**src/rtl/xag_pkg.sv**
```systemverilog
package xag_pkg;
  typedef enum logic [1:0] {
    KIND_REG    = 2'd0,
    KIND_IMM    = 2'd1,
    KIND_SIMPLE = 2'd2,
    KIND_IND    = 2'd3
  } op_kind_t;

  typedef enum logic [1:0] {
    BASE_NONE = 2'd0,
    BASE_B    = 2'd1,
    BASE_PC   = 2'd2
  } base_sel_t;

  typedef enum logic [1:0] {
    ST_IDLE = 2'd0,
    ST_CALC = 2'd1,
    ST_RD1  = 2'd2,
    ST_RD2  = 2'd3
  } xag_state_t;

  typedef struct packed {
    logic n;
    logic i;
    logic x;
    logic b;
    logic p;
    logic e;
  } xag_flags_t;
endpackage

```
**src/rtl/xag_decode.sv**
```systemverilog
module xag_decode
  import xag_pkg::*;
#(
  parameter int AW = 20,
  parameter int DW = 12,
  parameter int LW = 15,
  parameter logic [15:0] ONE_NIB = 16'h9000,
  parameter logic [15:0] TWO_NIB = 16'h0E00
) (
  input  logic [31:0]   instr,
  output logic [2:0]    len,
  output logic [7:0]    opcode,
  output logic [3:0]    r1,
  output logic [3:0]    r2,
  output op_kind_t      kind,
  output logic          legacy,
  output logic          illegal,
  output logic [AW-1:0] field,
  output base_sel_t     base_sel,
  output logic          use_x
);
  localparam int ZW = AW - DW;
  localparam int LZ = AW - LW;

  logic [7:0] b0, b1, b2, b3;
  logic [3:0] nib;
  xag_flags_t fl;

  assign b0  = instr[31:24];
  assign b1  = instr[23:16];
  assign b2  = instr[15:8];
  assign b3  = instr[7:0];
  assign nib = b0[7:4];
  assign fl  = '{n: b0[1], i: b0[0], x: b1[7], b: b1[6], p: b1[5], e: b1[4]};

  always_comb begin
    len      = 3'd3;
    opcode   = b0;
    r1       = '0;
    r2       = '0;
    kind     = KIND_REG;
    legacy   = 1'b0;
    illegal  = 1'b0;
    field    = '0;
    base_sel = BASE_NONE;
    use_x    = 1'b0;
    if (ONE_NIB[nib]) begin
      len = 3'd1;
    end else if (TWO_NIB[nib]) begin
      len = 3'd2;
      r1  = b1[7:4];
      r2  = b1[3:0];
    end else begin
      opcode = {b0[7:2], 2'b00};
      use_x  = fl.x;
      if (!fl.n && !fl.i) begin
        legacy = 1'b1;
        kind   = KIND_SIMPLE;
        field  = {{LZ{1'b0}}, b1[6:0], b2};
      end else begin
        len = fl.e ? 3'd4 : 3'd3;
        if (fl.n && !fl.i)      kind = KIND_IND;
        else if (!fl.n && fl.i) kind = KIND_IMM;
        else                    kind = KIND_SIMPLE;
        if (fl.b && fl.p)  illegal  = 1'b1;
        else if (fl.b)     base_sel = BASE_B;
        else if (fl.p)     base_sel = BASE_PC;
        if (fl.e)
          field = AW'({b1[3:0], b2, b3});
        else if (base_sel == BASE_PC)
          field = {{ZW{b1[3]}}, b1[3:0], b2};
        else
          field = {{ZW{1'b0}}, b1[3:0], b2};
      end
    end
  end
endmodule

```
**src/rtl/xag_ta_calc.sv**
```systemverilog
module xag_ta_calc
  import xag_pkg::*;
#(
  parameter int AW = 20
) (
  input  logic [AW-1:0] field,
  input  base_sel_t     base_sel,
  input  logic [AW-1:0] base_val,
  input  logic [AW-1:0] next_pc,
  input  logic          use_x,
  input  logic [AW-1:0] index_val,
  output logic [AW-1:0] ta
);
  logic [AW-1:0] base_term;
  logic [AW-1:0] index_term;

  always_comb begin
    case (base_sel)
      BASE_B:  base_term = base_val;
      BASE_PC: base_term = next_pc;
      default: base_term = '0;
    endcase
  end

  assign index_term = use_x ? index_val : '0;
  assign ta         = field + base_term + index_term;
endmodule

```
**src/rtl/xaddr_gen.sv**
```systemverilog
module xaddr_gen
  import xag_pkg::*;
#(
  parameter int AW = 20,
  parameter int DW = 12,
  parameter int LW = 15,
  parameter logic [15:0] ONE_NIB = 16'h9000,
  parameter logic [15:0] TWO_NIB = 16'h0E00
) (
  input  logic          clk,
  input  logic          rst,
  input  logic          start,
  input  logic [31:0]   instr,
  input  logic [AW-1:0] pc,
  input  logic [AW-1:0] base_reg,
  input  logic [AW-1:0] index_reg,
  output logic          mem_rd_en,
  output logic [AW-1:0] mem_addr,
  input  logic [AW-1:0] mem_rdata,
  output logic          done,
  output logic [2:0]    len,
  output logic [7:0]    opcode,
  output logic [3:0]    r1,
  output logic [3:0]    r2,
  output logic [1:0]    op_kind,
  output logic          legacy,
  output logic          illegal,
  output logic [AW-1:0] target,
  output logic [AW-1:0] eff_addr
);
  xag_state_t    state;
  logic [31:0]   instr_q;
  logic [AW-1:0] pc_q, b_q, x_q;

  logic [2:0]    d_len;
  logic [7:0]    d_opc;
  logic [3:0]    d_r1, d_r2;
  op_kind_t      d_kind;
  logic          d_leg, d_ill, d_use_x;
  logic [AW-1:0] d_field, d_ta, next_pc;
  base_sel_t     d_bsel;

  xag_decode #(
    .AW(AW), .DW(DW), .LW(LW), .ONE_NIB(ONE_NIB), .TWO_NIB(TWO_NIB)
  ) u_decode (
    .instr(instr_q), .len(d_len), .opcode(d_opc), .r1(d_r1), .r2(d_r2),
    .kind(d_kind), .legacy(d_leg), .illegal(d_ill), .field(d_field),
    .base_sel(d_bsel), .use_x(d_use_x)
  );

  assign next_pc = pc_q + AW'(d_len);

  xag_ta_calc #(.AW(AW)) u_ta (
    .field(d_field), .base_sel(d_bsel), .base_val(b_q), .next_pc(next_pc),
    .use_x(d_use_x), .index_val(x_q), .ta(d_ta)
  );

  always_ff @(posedge clk) begin
    if (rst) begin
      state     <= ST_IDLE;
      instr_q   <= '0;
      pc_q      <= '0;
      b_q       <= '0;
      x_q       <= '0;
      mem_rd_en <= 1'b0;
      mem_addr  <= '0;
      done      <= 1'b0;
      len       <= '0;
      opcode    <= '0;
      r1        <= '0;
      r2        <= '0;
      op_kind   <= '0;
      legacy    <= 1'b0;
      illegal   <= 1'b0;
      target    <= '0;
      eff_addr  <= '0;
    end else begin
      done      <= 1'b0;
      mem_rd_en <= 1'b0;
      case (state)
        ST_IDLE: begin
          if (start) begin
            instr_q <= instr;
            pc_q    <= pc;
            b_q     <= base_reg;
            x_q     <= index_reg;
            state   <= ST_CALC;
          end
        end
        ST_CALC: begin
          len     <= d_len;
          opcode  <= d_opc;
          r1      <= d_r1;
          r2      <= d_r2;
          op_kind <= d_kind;
          legacy  <= d_leg;
          illegal <= d_ill;
          if (d_kind == KIND_REG) begin
            target   <= '0;
            eff_addr <= '0;
            done     <= 1'b1;
            state    <= ST_IDLE;
          end else if (d_kind == KIND_IND && !d_ill) begin
            target    <= d_ta;
            mem_addr  <= d_ta;
            mem_rd_en <= 1'b1;
            state     <= ST_RD1;
          end else begin
            target   <= d_ta;
            eff_addr <= d_ta;
            done     <= 1'b1;
            state    <= ST_IDLE;
          end
        end
        ST_RD1: state <= ST_RD2;
        ST_RD2: begin
          eff_addr <= mem_rdata;
          done     <= 1'b1;
          state    <= ST_IDLE;
        end
        default: state <= ST_IDLE;
      endcase
    end
  end
endmodule

```
**config.mk**
```make
export PLATFORM = sky130hd
export DESIGN_NAME = xaddr_gen
export DESIGN_NICKNAME = d
export VERILOG_FILES = /design/src/rtl/xag_pkg.sv /design/src/rtl/xag_decode.sv /design/src/rtl/xag_ta_calc.sv /design/src/rtl/xaddr_gen.sv
export SDC_FILE = /design/constraint.sdc
export NUM_CORES = 1
export LEC_CHECK = 0
export BUFFER_PORTS_ARGS = -buffer_cell sky130_fd_sc_hd__buf_2
export CELL_PAD_IN_SITES_DETAIL_PLACEMENT = 2
export CELL_PAD_IN_SITES_GLOBAL_PLACEMENT = 2
export CORE_MARGIN = 3
export CORE_UTILIZATION = 33
export DETAILED_ROUTE_END_ITERATION = 16
export HOLD_SLACK_MARGIN = 0.12
export PLACE_DENSITY_LB_ADDON = 0.1
export SETUP_SLACK_MARGIN = 0.02
export SYNTH_ARGS = -nofsm -noshare
export SYNTH_HDL_FRONTEND = slang
export SYNTH_SLANG_ARGS = --single-unit
```
**constraint.sdc**
```tcl
create_clock -name clk -period 13.1 [get_ports clk]
set_input_delay 0.655 -clock clk [delete_from_list [all_inputs] [get_ports clk]]
set_output_delay 0.655 -clock clk [all_outputs]
set_load 0.02 [all_outputs]
```
==> flow_summary_export.csv, run 1 <==
group,metric,value,unit
status,status,"completed",
timing,relSlewSlack,32.7,%
setup_path,cpMaxStageDelayCell,"nand2b_1",
floorplan,die_h,173,um
power,p_leak,4.65,nW
synth,yosys.area.top_type,"dfxtp_1",
clock_tree,path_clk_slew,0.09,ns
timing,rsz0062_at_grt,"false",
synth,synthCells,1211,
grt,grt_pass1_vias,9573,
setup_path,cp.arrival,6.72,ns
setup_path,rr_startpoint,"instr_q[24]",
grt,grt_first_pass_wirelength,54.1,mm
clock_tree,clockRootBuffer,"clkbuf_16",
timing,fin_crit,6.40,ns
synth,synth.most_common_cell,"nand2_1",
setup_path,path_cells,"inv_1, ha_1, nand2b_1, nor2_1, nor2_1, inv_1, fa_1, nor2b_1, o211ai_1, nand2b_1, nor2_1, xor2_1, a22oi_1, or2_2, fa_1, inv_1, ha_1, nand2_1, nor3_1, o311ai_1, a32oi_1, and3b_1, nand3_1, o221ai_1",
clock_tree,holdBufCountCts,0,
power,power_density,120,nW/um2
power,peakVddDrop,86.9,uV
setup_path,timing.rr.end,"eff_addr[19]",
clock_tree,clock_path_buffers,2,
route,wl,34.1,mm
route,post_drt_wl_per_cell,19.5,um
min_path,hold_start,"instr[11]",
grt,grt_max_degree,93,
floorplan,ios,200,
clock_tree,htreeDepth,4,
setup_path,critPathTopFamily,"simple AND/OR/NAND/NOR gates",
timing,tightest_slew,1.01,ns
synth,syn_area,9180,um2
synth,yosys.area.top_type_share,39.5,%
clock_tree,clk_latency,0.45,ns
layout,utilization,40.6,%
setup_path,crit_type,"flop to flop",
synth,yosys-top-cells-count,"nand2_1 (344), dfxtp_1 (181), a21oi_1 (160)",
setup_path,crit_path_start_kind,"flop",
clock_tree,cts_made_buffers,17,
power,power,1.33,mW
run,maxCapViolCount,0,
synth,ys.flop_type,"dfxtp_1",
layout,fillers,3275,
timing,tns,0,ns
setup_path,r2r_slack,6.70,ns
synth,synth_warnings,0,
synth,syn_area_per_cell,7.58,um2
setup_path,critPathCaptureType,"flop",
placed_design,port-buffer-count,199,
timing,max_freq,0.156,GHz
synth,async_flop_share,0,%
layout,layout-drive-gt1-share,19.3,%
synth,ys_seq_area_share,39.5,%
synth,yosysUniqueCellTypes,60,
timing,finalCritPeriodShare,48.9,%
timing,setup_viol,0,
timing,clock_skew,0.0139,ns
clock_tree,cts_sinks,181,
layout,fin_nets,1523,
route,vias,8951,
clock_tree,tritoncts,"done",
grt,grt.overflow.total,0,
synth,synthesis.nets,1373,
setup_path,required,13.42,ns
clock_tree,cts_resized,0,
floorplan,start_util,33.8,%
floorplan,die_area,29900,um2
min_path,whs_path_depth,3,
setup_path,critical_path.max_fanout,14,
synth,ys_top_cells_by_area,"dfxtp_1 (39%), nand2_1 (14%), a21oi_1 (8.7%)",
floorplan,die_w,173,um
route,drc,0,
route,ant_nets,0,
layout,antenna_cells,0,
layout,multi_input_area,5060,um2
placed_design,hpwl,25.5,mm
timing,hold_viol,0,
layout,syn2layout_area_growth,20.1,%
setup_path,rr_worst_depth,24,
route,drt_first_pass_iters,4,
setup_path,path_buf_inv,3,
route,via_per_inst,5.13,
min_path,min_to,"instr_q[11]",
synth,synth_edf_count,0,
grt,grtUsageTotal,22.5,%
min_path,hold_path.class,"primary input to flop",
setup_path,critPathMaxStageDelay,0.53,ns
layout,regArea,3620,um2
clock_tree,post_cts_buffers,0,
route,drt_iter0_markers,496,
floorplan,coreArea,27200,um2
placed_design,gp_congestion,0.822,
synth,synth-seq-cells,181,
floorplan,rows,60,
grt,grt_antenna_before_repair,0,
timing,finalMaxSlewViolations,0,
-- state kept, by name, summed over array words and instances, names as in the netlist, named ones only --
name and flops:
b_q 20, done 1, eff_addr 20, illegal 1, instr_q 32, legacy 1
len 3, mem_addr 20, mem_rd_en 1, op_kind 2, opcode 8, pc_q 20
r1 4, r2 4, state 1, target 20, x_q 20
-- worst reg2reg max path, delay by kind of cell (launching register included) --
family	cells	cell delay (ns)
and+or+nand+nor	11	2.64
adders and majority gates	4	1.78
AOI/OAI and AO/OA	5	1.13
DFF	1	0.35
buffers and inverters	3	0.23
xor gates and xnor gates	1	0.15
-- area by class of cell --
type | instances | share of cell area [%]
Timing Repair Buffer | 205 | 9.47
Clock buffer | 17 | 3.86
Multi-Input combinational cell | 899 | 45.9
Tap cell | 372 | 4.22
Clock inverter | 15 | 1.74
Inverter | 57 | 1.94
Sequential cell | 181 | 32.9
-- layout by cell type (no fill, tap or decap), types with 25 or more instances in the layout --
cell	Yosys	routed
nand3_1	25	25
a21oi_1	160	160
dfxtp_1	181	181
nor2_1	60	60
inv_1	57	57
a22oi_1	32	32
buf_2	5	198
nand2_1	344	342
o21ai_0	38	38
ha_1	26	26
-- routing by layer --
| layer | vias up | global-route usage, % | part of all wire [%] |
|---|---|---|---|
| met5 | - | 0 | 0 |
| met3 | 30 | 3.29 | 4.5 |
| met4 | 0 | 5.78 | 1.9 |
| met2 | 207 | 38.2 | 47 |
| li1 | 4340 | - | - |
| met1 | 4374 | 30.1 | 46 |
-- cell families (layout without fill, tap and decap cells) --
group | after synthesis | count (layout) | share of synthesized area, %
buffers and inverters | 131 | 294 | 5.51
AOI/OAI and AO/OA | 287 | 287 | 18.5
DFF | 181 | 181 | 39.5
xor gates and xnor gates | 30 | 30 | 2.86
and+or+nand+nor | 533 | 533 | 25.3
muxes | 2 | 2 | 0.218
adders and majority gates | 47 | 47 | 8.12
-- report_power, final --
part	leakage, nW	internal, mW	switching, mW	total, mW
combinational	2.88	0.0592	0.124	0.183
sequential	1.47	0.576	0.0246	0.601
clock	0.292	0.263	0.280	0.543
-- worst max-delay path by stage --
stage                start      endpoint  slack, ns  depth (start not counted)
3_5_place_dp   instr_q[24]  eff_addr[19]       6.93                         24
5_1_grt        instr_q[24]  eff_addr[19]       6.15                         24
2_1_floorplan  instr_q[24]  eff_addr[19]       8.24                         25
3_3_place_gp   instr_q[25]  eff_addr[19]       7.22                         23
6_report       instr_q[24]  eff_addr[19]       6.70                         24
4_1_cts        instr_q[24]  eff_addr[19]       6.79                         24
-- metrics by stage --
stage	std cells	hold WS (ns)	setup slack, ns	area, um2
2_1_floorplan	1211	0.431	8.24	9180
3_3_place_gp	1714	0.437	7.22	10400
3_5_place_dp	1714	0.439	6.93	10400
4_1_cts	1746	0.434	6.79	11000
5_1_grt	1746	0.438	6.15	11000
6_report	1746	0.434	6.70	11000
Power figures use the tool's default switching activity.
==> inputs of run 2 (changes only) <==
--- a/config.mk
+++ b/config.mk
@@ -5,11 +5,12 @@
 export SDC_FILE = /design/constraint.sdc
 export NUM_CORES = 1
 export LEC_CHECK = 0
+export ABC_AREA = 1
 export BUFFER_PORTS_ARGS = -buffer_cell sky130_fd_sc_hd__buf_2
 export CELL_PAD_IN_SITES_DETAIL_PLACEMENT = 2
 export CELL_PAD_IN_SITES_GLOBAL_PLACEMENT = 2
 export CORE_MARGIN = 3
-export CORE_UTILIZATION = 33
+export CORE_UTILIZATION = 30
 export DETAILED_ROUTE_END_ITERATION = 16
 export HOLD_SLACK_MARGIN = 0.12
 export PLACE_DENSITY_LB_ADDON = 0.1
==> constraint.sdc (replaced) <==
create_clock -name clk -period 6.35 [get_ports clk]
set_input_delay 0.3175 -clock clk [delete_from_list [all_inputs] [get_ports clk]]
set_output_delay 0.3175 -clock clk [all_outputs]
set_load 0.02 [all_outputs]
==> run 2 against run 1 <==
Against the previous run:
- wire length up 7.1%
- die area is 11% higher
- sequential power is 120% higher
- first-iteration DRC count fell by 25%
- combinational power rose to 3.6 times the previous value
- synthesized area is 1.4% higher
- critical path depth is 6 higher
- flip-flop and latch count did not move
- critical endpoint is now eff_addr[13]
- largest cell class unchanged
- highest routed layer unchanged
==> flow_summary_export.csv, run 2 <==
group,metric,value,unit
status,status,"completed",
synth,yosys-top-cells-count,"nand2_1 (248), nor2_1 (219), dfxtp_1 (181)",
power,pwr-share-clk,35.2,%
setup_path,crit_type,"flop to flop",
power,p_leak,5.55,nW
clock_tree,tritoncts,"done",
power,power,3.03,mW
synth,synthCells,1294,
power,p_sw_share,35.2,%
timing,tightest_slew,0.898,ns
setup_path,critPathMaxStageDelay,0.49,ns
clock_tree,clock_path_buffers,2,
route,post_drt_wl_per_cell,19.2,um
synth,yosys.area.top_type_share,38.9,%
floorplan,ios,200,
power,p_seq_share,43.1,%
grt,grt_first_pass_wirelength,57.0,mm
run,maxCapViolCount,0,
route,ant_nets,0,
timing,fin_crit,5.67,ns
timing,finalMaxSlewViolations,0,
grt,grt_pass1_vias,9988,
clock_tree,clockRootBuffer,"clkbuf_16",
power,p_sw,1.06,mW
power,peakVddDrop,191,uV
setup_path,critPathCaptureType,"flop",
timing,fin_ws,0.677,ns
setup_path,crit_top_cell,"nand2_1",
route,drt_iter0_markers,371,
layout,final_common_cell,"nand2_1",
layout,layout_common_cells,"nand2_1 (247), nor2_1 (218), buf_2 (199)",
layout,regMostFlops,"instr_q",
setup_path,critical_path.max_fanout,7,
clock_tree,htreeDepth,4,
setup_path,cpMaxStageDelayCell,"fa_1",
synth,yosys.area.top_type,"dfxtp_1",
synth,synth_warnings,0,
layout,syn2layout_area_growth,23.4,%
placed_design,gp_congestion,0.846,
synth,synth.most_common_cell,"nand2_1",
synth,async_flop_share,0,%
synth,syn_area_per_cell,7.19,um2
route,drc,0,
grt,grt.overflow.total,0,
floorplan,rows,63,
floorplan,die_w,182,um
synth,ys.flop_type,"dfxtp_1",
timing,hold_viol,0,
synth,yosysUniqueCellTypes,51,
timing,max_freq,0.176,GHz
route,drt_first_pass_iters,4,
synth,ys_top_cells_by_area,"dfxtp_1 (39%), nand2_1 (10%), o21ai_0 (9.7%)",
layout,layout-drive-gt1-share,18.4,%
power,comb_power_share,21.7,%
grt,grtUsageTotal,21.9,%
clock_tree,clk_latency,0.45,ns
timing,clock_skew,0.0186,ns
floorplan,coreArea,30100,um2
min_path,hold_path.class,"primary input to flop",
synth,synth-seq-cells,181,
layout,largest_reg_flops,32,
placed_design,hpwl,27.8,mm
clock_tree,path_clk_slew,0.08,ns
clock_tree,cts_sinks,181,
grt,grt_antenna_before_repair,2,
timing,tns,0,ns
layout,fin_nets,1655,
synth,synthesis.nets,1456,
setup_path,required,6.75,ns
power,power_density,263,nW/um2
floorplan,start_util,30.9,%
route,wl,36.5,mm
setup_path,cp.arrival,6.07,ns
setup_path,crit_path_start_kind,"flop",
placed_design,dpl_worst_slack,0.724,ns
route,via_per_inst,4.93,
timing,finalCritPeriodShare,89.3,%
timing,setup_viol,0,
synth,synth_edf_count,0,
grt,grt_max_degree,101,
clock_tree,cts_made_buffers,17,
timing,rsz0062_at_grt,"false",
timing,relSlewSlack,40.1,%
floorplan,die_area,33200,um2
power,p_int,1.96,mW
synth,syn_area,9310,um2
placed_design,port-buffer-count,199,
layout,utilization,38.2,%
synth,ys_seq_area_share,38.9,%
floorplan,die_h,182,um
route,vias,9360,
[run 2: cell types whose count changed in the layout (fill, tap and decap cells not counted), moves of 28 or more]
| cell | change |
|---|---|
| dlygate4sd3_1 | +32 |
| inv_1 | +63 |
| nand2_1 | -95 |
| a22oi_1 | -28 |
| nor2_1 | +158 |
| o21ai_0 | +142 |
| a21oi_1 | -74 |
[run 2: final cells by class]
cell class | instances | area, um2
clock inverters | 14 | 143
repair buffers | 239 | 1380
diodes | 2 | 5.00
inverters | 132 | 509
fillers | 3605 | 18600
multi-input cells | 922 | 4920
flip-flops and latches | 181 | 3620
clock buffers | 18 | 429
well taps | 390 | 488
[run 2: per-layer routing]
layer  vias up  routed length [um]  GRT usage [%]
li1       4597                   -              -
met1      4574               17300           29.1
met2       161               17600           37.7
met3        28                1080           3.25
met4         0                 485           4.81
met5         -                   0              0
[run 2: worst paths after layout]
| path | cells past startpoint | from | endpoint | slack (ns) |
|---|---|---|---|---|
| max | 30 | instr_q[24] | eff_addr[13] | 0.68 |
| min | 3 | instr[17] | instr_q[17] | 0.14 |
| max reg2reg | 30 | instr_q[24] | eff_addr[13] | 0.68 |
| min reg2reg | 2 | eff_addr[16] | eff_addr[16] | 0.46 |
[run 2: cells by family (layout without fill, tap and decap cells)]
family | after synthesis | in the layout | synth area share, %
AND/OR/NAND/NOR | 539 | 539 | 23.9
AO/OA/AOI/OAI | 323 | 323 | 19.4
buffers and inverters | 191 | 403 | 8.41
flip-flops | 181 | 181 | 38.9
adder cells (fa/ha/maj) | 47 | 47 | 8.01
XOR/XNOR | 13 | 13 | 1.30
other | 0 | 2 | 0
[run 2: what timing repair did]
| item | CTS | global route |
|---|---|---|
| setup buffers | 0 | 0 |
| hold buffers | 32 | 0 |
| resized for setup | 0 | 0 |
| endpoints found under the setup margin | 0 | 0 |
| hold endpoints to repair | 32 | 0 |
[run 2: power by group through the flow]
stage / Sequential (mW) / Combinational [mW] / Clock, mW
finish: 1.30 / 0.656 / 1.07
CTS: 1.31 / 0.669 / 1.10
global placement: 1.33 / 0.632 / 0
global route: 1.32 / 0.741 / 1.15
floorplan: 1.35 / 0.373 / 0
detailed placement: 1.33 / 0.647 / 0
[run 2: per-stage QoR]
step	hold WS, ns	std cells	cell area [um2]
2_1_floorplan	0.430	1294	9310
3_3_place_gp	0.433	1832	10600
3_5_place_dp	0.448	1832	10600
4_1_cts	0.122	1896	11500
5_1_grt	0.139	1898	11500
6_report	0.137	1898	11500
[run 2: worst max-delay path, delay by kind of cell, from the launching register on]
kind                       cells  cell delay [ns]
and+or+nand+nor               12             1.51
buffers and inverters          5             0.37
AOI/OAI and AO/OA              6             1.16
DFF                            1             0.33
xor gates and xnor gates       2             0.55
adders and majority gates      5             1.69
==> inputs of run 3 (changes only) <==
--- a/config.mk
+++ b/config.mk
@@ -13,7 +13,7 @@
 export CORE_UTILIZATION = 30
 export DETAILED_ROUTE_END_ITERATION = 16
 export HOLD_SLACK_MARGIN = 0.12
-export PLACE_DENSITY_LB_ADDON = 0.1
+export PLACE_DENSITY_LB_ADDON = 0.12
 export SETUP_SLACK_MARGIN = 0.02
 export SYNTH_ARGS = -nofsm -noshare
 export SYNTH_HDL_FRONTEND = slang
==> run 3 against run 2 <==
Against the previous run:
- design area up 0.19%
- count of clock-buffer cells in the layout unchanged
- first-iteration DRC count down 13%
- critical path type unchanged
- critical endpoint is now eff_addr[15]
==> flow_summary_export.csv, run 3 (same netlist as run 2, synthesis figures left out) <==
group,metric,value,unit
grt,grt_first_pass_wirelength,57.2,mm
route,post_drt_wl_per_cell,19.1,um
route,wl,36.2,mm
layout,regMostFlops,"instr_q",
floorplan,die_h,182,um
setup_path,crit_top_cell,"nand2_1",
layout,syn2layout_area_growth,23.7,%
timing,worst_hold_slack,0.136,ns
clock_tree,clk_latency,0.45,ns
placed_design,dpl_worst_slack,0.623,ns
setup_path,rr_worst_depth,32,
min_path,hold_path.class,"primary input to flop",
timing,tns,0,ns
layout,fin_nets,1655,
layout,stdcell_area,11500,um2
floorplan,die_w,182,um
timing,rsz0062_at_grt,"false",
timing,fin_crit,5.77,ns
route,vias,9383,
placed_design,placed_cells,1833,
route,drt_first_pass_iters,4,
clock_tree,path_clk_slew,0.08,ns
route,ant_nets,0,
status,status,"completed",
grt,grt.overflow.total,0,
layout,layout_common_cells,"nand2_1 (247), nor2_1 (218), buf_2 (199)",
grt,grtUsageTotal,21.8,%
setup_path,startpoint,"instr_q[25]",
setup_path,timing.rr.end,"eff_addr[15]",
clock_tree,clock_path_buffers,2,
setup_path,critical_path.max_fanout,7,
timing,fin_ws,0.576,ns
setup_path,critPathMaxStageDelay,0.51,ns
power,power_density,266,nW/um2
floorplan,rows,63,
setup_path,crit_path_start_kind,"flop",
run,maxCapViolCount,0,
setup_path,rr_startpoint,"instr_q[25]",
grt,grt_antenna_before_repair,0,
layout,utilization,38.2,%
timing,hold_viol,0,
grt,grt_max_degree,107,
layout,fin_cells,1896,
setup_path,r2r_slack,0.58,ns
power,peakVddDrop,184,uV
layout,final_common_cell,"nand2_1",
clock_tree,cts_made_buffers,17,
power,p_leak,5.56,nW
route,drc,0,
timing,relSlewSlack,25.6,%
setup_path,cp.arrival,6.11,ns
floorplan,start_util,30.9,%
setup_path,required,6.69,ns
placed_design,gp_congestion,0.827,
layout,largest_reg_flops,32,
setup_path,crit_type,"flop to flop",
setup_path,cpMaxStageDelayCell,"fa_1",
floorplan,coreArea,30100,um2
layout,antenna_cells,0,
clock_tree,cts_sinks,181,
placed_design,dpl_cell_area,10600,um2
route,via_per_inst,4.95,
setup_path,crit_end,"eff_addr[15]",
timing,tightest_slew,1.12,ns
layout,layout-drive-gt1-share,18.5,%
clock_tree,tritoncts,"done",
route,drt_iter0_markers,324,
clock_tree,htreeDepth,4,
clock_tree,clockRootBuffer,"clkbuf_16",
timing,finalMaxSlewViolations,0,
grt,grt_pass1_vias,10197,
timing,max_freq,0.173,GHz
timing,setup_viol,0,
timing,finalCritPeriodShare,90.9,%
floorplan,ios,200,
timing,clock_skew,0.0196,ns
placed_design,port-buffer-count,199,
placed_design,hpwl,27.9,mm
setup_path,critPathCaptureType,"flop",
floorplan,die_area,33200,um2
power,power,3.07,mW
-- run 3: cell count changes in the layout (fill, tap and decap cells not counted), sizes merged --
cell	previous run	this run
clkinv	13	9
clkinvlp	0	3
diode	2	0
buf	207	208
bufinv	0	1
dlygate4sd3	32	31
-- run 3: worst max-delay path, delay by kind of cell, from the launching register on --
| kind | cells | cell delay, ns |
|---|---|---|
| simple gates | 15 | 1.78 |
| fa+ha+maj | 4 | 1.62 |
| compound gates | 6 | 1.18 |
| buf+inv | 6 | 0.56 |
| flops | 1 | 0.31 |
| xor+xnor | 1 | 0.19 |
-- run 3: area by class of cell --
cell class,count,area (um2)
Timing Repair Buffer,239,1370
Multi-Input combinational cell,922,4920
Tap cell,390,488
Clock inverter,14,161
Inverter,132,509
Sequential cell,181,3620
Clock buffer,18,439
Fill cell,3654,18600
-- run 3: power by group --
group	internal, mW	switching (mW)
Clock	0.571	0.534
Sequential	1.23	0.0744
Combinational	0.211	0.445
Total	2.01	1.05
-- run 3: worst min path at each step --
stage                             from           end  slack (ns)  depth (start not counted)
after floorplan                 x_q[0]        x_q[0]        0.43                          2
after global placement    eff_addr[11]  eff_addr[11]        0.43                          2
after detailed placement  eff_addr[17]  eff_addr[17]        0.44                          2
after CTS                    instr[18]   instr_q[18]        0.12                          3
after global routing      base_reg[18]       b_q[18]        0.14                          3
final                     index_reg[9]        x_q[9]        0.14                          3
-- run 3: routing by layer --
layer	GRT usage, %	wire, um	part of all wire (%)	vias up
met3	3.25	1150	3.2	35
met4	5.64	605	1.7	0
li1	-	-	-	4595
met5	0	0	0	-
met2	37.6	17500	48	161
met1	28.7	16900	47	4592
-- run 3: timing repair --
item	in CTS	in global routing
endpoints found under the hold margin	31	0
resized for setup	0	1
hold buffers	31	0
endpoints found under the setup margin	0	1
setup buffers	0	0
